<file path="src/rtl/gpar_pkg.sv">
package gpar_pkg;

   localparam int BUS_W = 32;

   // decoded register region of a captured transfer
   typedef enum logic [1:0] {
      RGN_NONE = 2'd0,
      RGN_DATA = 2'd1,
      RGN_DIR  = 2'd2
   } rgn_e;

   // state carried from address phase into data phase
   typedef struct packed {
      logic live;
      logic wr;
      rgn_e rgn;
   } dphase_t;

endpackage

</file>
<file path="src/rtl/gpar_ahb_front.sv">
module gpar_ahb_front
   import gpar_pkg::*;
#(
   parameter int AW = 12
) (
   input  logic          clk,
   input  logic          rst_n,
   input  logic          hsel,
   input  logic [AW-1:0] haddr,
   input  logic [1:0]    htrans,
   input  logic          hwrite,
   input  logic          hready,
   output dphase_t       dp
);

   localparam int WORD_W = AW - 2;

   logic       xfer;
   logic       aligned;
   rgn_e       rgn_d;
   dphase_t    dp_d;

   // only NONSEQ and SEQ carry a transfer
   assign xfer    = hsel && hready && ((htrans == 2'b10) || (htrans == 2'b11));
   assign aligned = (haddr[1:0] == 2'b00);

   always_comb begin
      rgn_d = RGN_NONE;
      if (aligned) begin
         if (haddr[AW-1:2] == WORD_W'(0))      rgn_d = RGN_DATA;
         else if (haddr[AW-1:2] == WORD_W'(1)) rgn_d = RGN_DIR;
      end
   end

   always_comb begin
      dp_d.live = xfer;
      dp_d.wr   = xfer && hwrite;
      dp_d.rgn  = xfer ? rgn_d : RGN_NONE;
   end

   always_ff @(posedge clk or negedge rst_n) begin
      if (!rst_n) begin
         dp <= '{live: 1'b0, wr: 1'b0, rgn: RGN_NONE};
      end else if (hready) begin
         dp <= dp_d;
      end
   end

endmodule

</file>
<file path="src/rtl/gpar_parity_gen.sv">
module gpar_parity_gen #(
   parameter int W     = 16,
   parameter bit CHAIN = 1'b0
) (
   input  logic [W-1:0] d,
   input  logic         odd_sel,
   input  logic         invert,
   output logic         par
);

   generate
      if (CHAIN) begin : g_chain
         logic [W:0] acc;
         assign acc[0] = odd_sel ^ invert;
         for (genvar i = 0; i < W; i++) begin : g_bit
            assign acc[i+1] = acc[i] ^ d[i];
         end
         assign par = acc[W];
      end else begin : g_tree
         assign par = (^d) ^ odd_sel ^ invert;
      end
   endgenerate

endmodule

</file>
<file path="src/rtl/gpar_core.sv">
module gpar_core
   import gpar_pkg::*;
#(
   parameter int DW    = 16,
   parameter bit CHAIN = 1'b0
) (
   input  logic             clk,
   input  logic             rst_n,
   input  dphase_t          dp,
   input  logic [BUS_W-1:0] hwdata,
   input  logic             odd_sel,
   input  logic             fault,
   input  logic [DW:0]      pin_in,
   output logic [BUS_W-1:0] rdata,
   output logic [DW:0]      pin_out,
   output logic             oe,
   output logic             perr
);

   logic [DW-1:0] out_q, out_d;
   logic          tx_par_q, tx_par_d;
   logic          dir_q;
   logic [DW-1:0] in_q;
   logic          rx_calc;
   logic          perr_q;
   logic          wr_data_ok, wr_dir;

   assign wr_data_ok = dp.live && dp.wr && (dp.rgn == RGN_DATA) && dir_q;
   assign wr_dir     = dp.live && dp.wr && (dp.rgn == RGN_DIR);
   assign out_d      = wr_data_ok ? hwdata[DW-1:0] : out_q;

   // parity of the word that will be driven after this edge
   gpar_parity_gen #(.W(DW), .CHAIN(CHAIN)) u_tx_par (
      .d       (out_d),
      .odd_sel (odd_sel),
      .invert  (fault),
      .par     (tx_par_d)
   );

   // expected parity of the arriving word
   gpar_parity_gen #(.W(DW), .CHAIN(CHAIN)) u_rx_par (
      .d       (pin_in[DW-1:0]),
      .odd_sel (odd_sel),
      .invert  (1'b0),
      .par     (rx_calc)
   );

   always_ff @(posedge clk or negedge rst_n) begin
      if (!rst_n) begin
         out_q    <= '0;
         tx_par_q <= 1'b0;
         dir_q    <= 1'b0;
         in_q     <= '0;
         perr_q   <= 1'b0;
      end else begin
         out_q    <= out_d;
         tx_par_q <= tx_par_d;
         in_q     <= pin_in[DW-1:0];
         perr_q   <= (rx_calc ^ pin_in[DW]) ^ fault;
         if (wr_dir) dir_q <= hwdata[0];
      end
   end

   always_comb begin
      rdata = '0;
      if (dp.live && !dp.wr) begin
         unique case (dp.rgn)
            RGN_DATA: rdata[DW-1:0] = dir_q ? out_q : in_q;
            RGN_DIR:  rdata[0]      = dir_q;
            default:  rdata         = '0;
         endcase
      end
   end

   assign pin_out = {tx_par_q, out_q};
   assign oe      = dir_q;
   assign perr    = perr_q;

   generate
      if (DW < BUS_W) begin : g_spare
         logic unused_hwdata_hi;
         assign unused_hwdata_hi = ^hwdata[BUS_W-1:DW];
      end
   endgenerate

endmodule

</file>
<file path="src/rtl/gpio_parity_ahb.sv">
module gpio_parity_ahb
   import gpar_pkg::*;
#(
   parameter int DW    = 16,
   parameter int AW    = 12,
   parameter bit CHAIN = 1'b0
) (
   input  logic             hclk,
   input  logic             hresetn,
   input  logic             hsel,
   input  logic [AW-1:0]    haddr,
   input  logic [1:0]       htrans,
   input  logic             hwrite,
   input  logic             hready,
   input  logic [31:0]      hwdata,
   output logic [31:0]      hrdata,
   output logic             hreadyout,
   output logic             hresp,
   input  logic             odd_parity,
   input  logic             fault_inj,
   input  logic [DW:0]      pin_in,
   output logic [DW:0]      pin_out,
   output logic             pin_oe,
   output logic             parity_err
);

   generate
      if (DW < 1 || DW > BUS_W) begin : g_bad_dw
         $error("gpio_parity_ahb: DW must lie in 1..32");
      end
      if (AW < 3 || AW > 32) begin : g_bad_aw
         $error("gpio_parity_ahb: AW must lie in 3..32");
      end
   endgenerate

   dphase_t dp;

   gpar_ahb_front #(.AW(AW)) u_front (
      .clk    (hclk),
      .rst_n  (hresetn),
      .hsel   (hsel),
      .haddr  (haddr),
      .htrans (htrans),
      .hwrite (hwrite),
      .hready (hready),
      .dp     (dp)
   );

   gpar_core #(.DW(DW), .CHAIN(CHAIN)) u_core (
      .clk     (hclk),
      .rst_n   (hresetn),
      .dp      (dp),
      .hwdata  (hwdata),
      .odd_sel (odd_parity),
      .fault   (fault_inj),
      .pin_in  (pin_in),
      .rdata   (hrdata),
      .pin_out (pin_out),
      .oe      (pin_oe),
      .perr    (parity_err)
   );

   assign hreadyout = 1'b1;
   assign hresp     = 1'b0;

endmodule

</file>
<file path="config.mk">
export PLATFORM = sky130hd
export DESIGN_NAME = gpio_parity_ahb
export DESIGN_NICKNAME = d
export VERILOG_FILES = /design/src/rtl/gpar_pkg.sv /design/src/rtl/gpar_ahb_front.sv /design/src/rtl/gpar_parity_gen.sv /design/src/rtl/gpar_core.sv /design/src/rtl/gpio_parity_ahb.sv
export SDC_FILE = /design/constraint.sdc
export NUM_CORES = 1
export LEC_CHECK = 0
export ABC_AREA = 1
export BUFFER_PORTS_ARGS = -buffer_cell sky130_fd_sc_hd__buf_4
export CAP_MARGIN = 20
export CORE_MARGIN = 5
export CORE_UTILIZATION = 35
export DETAILED_ROUTE_END_ITERATION = 16
export PLACE_DENSITY = 0.74
export SETUP_SLACK_MARGIN = 0.3
export SLEW_MARGIN = 20
export SYNTH_ARGS = -nofsm -noshare
export SYNTH_HDL_FRONTEND = slang
export SYNTH_SLANG_ARGS = --single-unit
</file>
<file path="constraint.sdc">
create_clock -name hclk -period 1.9 [get_ports hclk]
set_input_delay 0.19 -clock hclk [delete_from_list [all_inputs] [get_ports hclk]]
set_output_delay 0.19 -clock hclk [all_outputs]
set_load 0.05 [all_outputs]
</file>
==> flow_summary.json <==
{
  "status": "finished with violations",
  "violations": "setup timing",
  "rr_worst_depth": 16,
  "dieArea_mm2": 0.00885,
  "htreeDepth": 2,
  "track_usage": 0.156,
  "synth_compound_area_frac": 0.0885,
  "dr_wl_met2_um": 3780,
  "slowest_delay_ns": 0.40,
  "num-nets-final": 512,
  "p_leak_nw": 1.94,
  "hold_path_class": "in -> reg",
  "muxShareOfSynthArea": 0,
  "hold_ws_ns": 0.0209,
  "synthTopCellsByArea": "dfrtp_1 (39%), nand2_1 (21%), buf_4 (6.1%)",
  "min_path_cells": 1,
  "ys_types": 26,
  "setup_viol": 7,
  "syn_to_final_growth_pct": 52.4,
  "worstSkewPairLatency_ns": 0.29,
  "pwr_density_cell_mw_per_mm2": 575,
  "post-place-ws_ns": -0.154,
  "fmax_mhz": 522,
  "antenna_found_initial": 0,
  "utilization": 0.552,
  "crit_path_start_kind": "flip-flop",
  "drc_errors": 0,
  "routed.top_layer": "met4",
  "wl_met1_um": 2660,
  "row_count": 30,
  "cts_buffers": 5,
  "clock-root-buffer": "clkbuf_8",
  "totalPowerFinal_mw": 2.17,
  "syn_inst": 334,
  "path_class": "reg -> reg",
  "path_cells": "inv_2 -> ha_4 -> nand2_4 -> nor2_8 -> buf_4 -> nand2_1 -> nand2_1 -> nand3_1 -> nand2_1 -> nand3_1 -> nand2_2 -> inv_1 -> nand2_1 -> nand2_1 -> nand2_1 -> nand2_1",
  "r2r_start": "u_front.dp[1]",
  "vdd_drop_max_v": 0.000591,
  "synth.most_common_cell": "nand2_1",
  "wirelength_um": 7050,
  "maxCapViolations": 0,
  "synth.ff_latch_count": 39,
  "timing.rr.end": "u_core.tx_par_q",
  "routed_via_density": 4.59,
  "fin_area_mm2": 0.00377,
  "clk_pin_slew_ns": 0.08,
  "critPathCaptureType": "flip-flop",
  "synth-edff-count": 0,
  "dr.pass1.iters": 4,
  "dr_wl_met3_um": 459,
  "required_ns": 2.08,
  "synth_top_family_by_area": "simple AND/OR/NAND/NOR gates",
  "cts_sinks": 39,
  "synth_top_area_frac": 0.394,
  "dpl_cell_area_mm2": 0.00333,
  "die_w_um": 94.1,
  "path_max_fanout": 5,
  "grt_pass1_wl_um": 11000,
  "worstPathArrival_ns": 2.10,
  "syn-cell-area_mm2": 0.00247,
  "path_common_cell": "nand2_1",
  "routedWlPerCell_um": 13.1,
  "drive_gt1_frac": 0.390,
  "hold_viol": 0,
  "ys.flop_type": "dfrtp_1",
  "fin_crit_ns": 1.92,
  "async_flop_share": 1.00,
  "yosys.area.top_type": "dfrtp_1",
  "postLayoutSetupSlackWorst_ns": -0.0175,
  "setup_tns_ns": -0.0399,
  "io_buffers": 87,
  "fin_crit_sh": 1.01,
  "synth_xor_area_frac": 0.0637,
  "yosys.area_share.adder": 0.0101,
  "hold_path_end": "u_core.in_q[1]",
  "syn_area_per_cell_um2": 7.41,
  "drtIter0Drc": 154,
  "grt_pass1_vias": 2419,
  "multi_input_area_mm2": 0.00147,
  "synth-simple-area-share": 0.302,
  "overflow": 0,
  "synthTopCellsByCount": "nand2_1 (137), dfrtp_1 (39), inv_1 (29)",
  "grt_max_degree": 40,
  "antenna_cells": 0,
  "r2r_setup_slack_ns": -0.02,
  "clk_path_buf_depth": 2,
  "initial_core_util": 0.362,
  "timing.critical_path.buf_inv": 3,
  "core-area_mm2": 0.00683,
  "register_area_um2": 977,
  "fin_worst_skew_ns": 0.00800,
  "hp-start": "pin_in[1]",
  "globalplace.congestion": 0.759,
  "final_cells": 537,
  "fillers": 646,
  "hpwl_um": 5200,
  "dp.cells": 517,
  "ys_warn_count": 0,
  "cp_slowest_cell": "dfrtp_1",
  "cts_tree": "yes",
  "rsz0062_at_grt": "yes",
  "synth-seq-area-share": 0.394,
  "ios": 123,
  "dieHeight_um": 94.1,
  "num_vias": 2465,
  "path_delay_family": "simple AND/OR/NAND/NOR gates",
  "ant_nets": 0,
  "slew_violations": 0
}
[worst register-to-register path, cell delays in order (launching register included)]
cell and delay (ns):
dfrtp_1 0.40, inv_2 0.08, ha_4 0.15, nand2_4 0.08, nor2_8 0.15, buf_4 0.16, nand2_1 0.06, nand2_1 0.08
nand3_1 0.11, nand2_1 0.08, nand3_1 0.08, nand2_2 0.09, inv_1 0.04, nand2_1 0.07, nand2_1 0.05, nand2_1 0.06
nand2_1 0.06
[logic make-up (layout without fill, tap and decap cells)]
| family | count (synthesis) | after routing |
|---|---|---|
| compound gates | 38 | 38 |
| xor+xnor | 18 | 18 |
| fa+ha+maj | 2 | 2 |
| buf+inv | 61 | 152 |
| flops | 39 | 39 |
| other cells | 2 | 18 |
| simple gates | 174 | 174 |
[sequential cells by signal (all words and copies together) (netlist names)]
signal	count
u_front.dp	4
u_core.oe	1
u_core.out_q	16
u_core.tx_par_q	1
u_core.perr	1
u_core.in_q	16
[power by group]
| part | leakage (nW) | internal, mW | switching, mW | total (mW) |
|---|---|---|---|---|
| Combinational | 1.48 | 0.258 | 0.453 | 0.710 |
| Sequential | 0.421 | 0.881 | 0.0315 | 0.913 |
| Clock | 0.0477 | 0.251 | 0.293 | 0.544 |
| Total | 1.94 | 1.39 | 0.777 | 2.17 |
[cell type report]
class                      count  share of cell area
inverter                      33              0.0342
timing repair buffer         111               0.264
sequential                    39               0.259
clock inverter                 3             0.00398
clock buffer                   5              0.0182
multi-input combinational    250               0.388
tap                           96              0.0318
[repair_timing]
| item | CTS | global route |
|---|---|---|
| resized for setup | 22 | 34 |
| setup buffers | 6 | 3 |
| gates cloned | 1 | 1 |
| hold buffers | 1 | 0 |
| hold endpoints to repair | 39 | 0 |
| endpoints found under the setup margin | 17 | 17 |
| pin swaps | 1 | 1 |
[per-layer routing]
layer  global-route usage  vias to the layer above
met1                0.180                     1161
met2                0.278                       77
met4               0.0614                        0
li1                     -                     1214
met5                    0                        -
met3               0.0345                       13
[cell usage in the layout, fill, tap and decap left out, types with 5 or more instances in the layout]
master and instances:
nand2_1 132, buf_4 85, dfrtp_1 38, inv_1 28, conb_1 18, nand3_1 17, buf_6 17, nand2_2 13
a21oi_4 12, xnor2_1 12, o21ai_2 10, xor2_1 5, clkbuf_8 5
[worst max-delay path by stage]
stage                  startpoint               to  slack, ns  cells after the start
global route        u_front.dp[1]  u_core.tx_par_q      -0.18                     16
detailed placement  u_front.dp[1]  u_core.tx_par_q      -0.15                     14
CTS                 u_front.dp[1]  u_core.tx_par_q       0.04                     15
finish              u_front.dp[1]  u_core.tx_par_q      -0.02                     16
global placement    u_front.dp[1]  u_core.tx_par_q      -0.08                     15
floorplan               u_core.oe  u_core.tx_par_q       0.09                     15
Power figures use the tool's default switching activity.
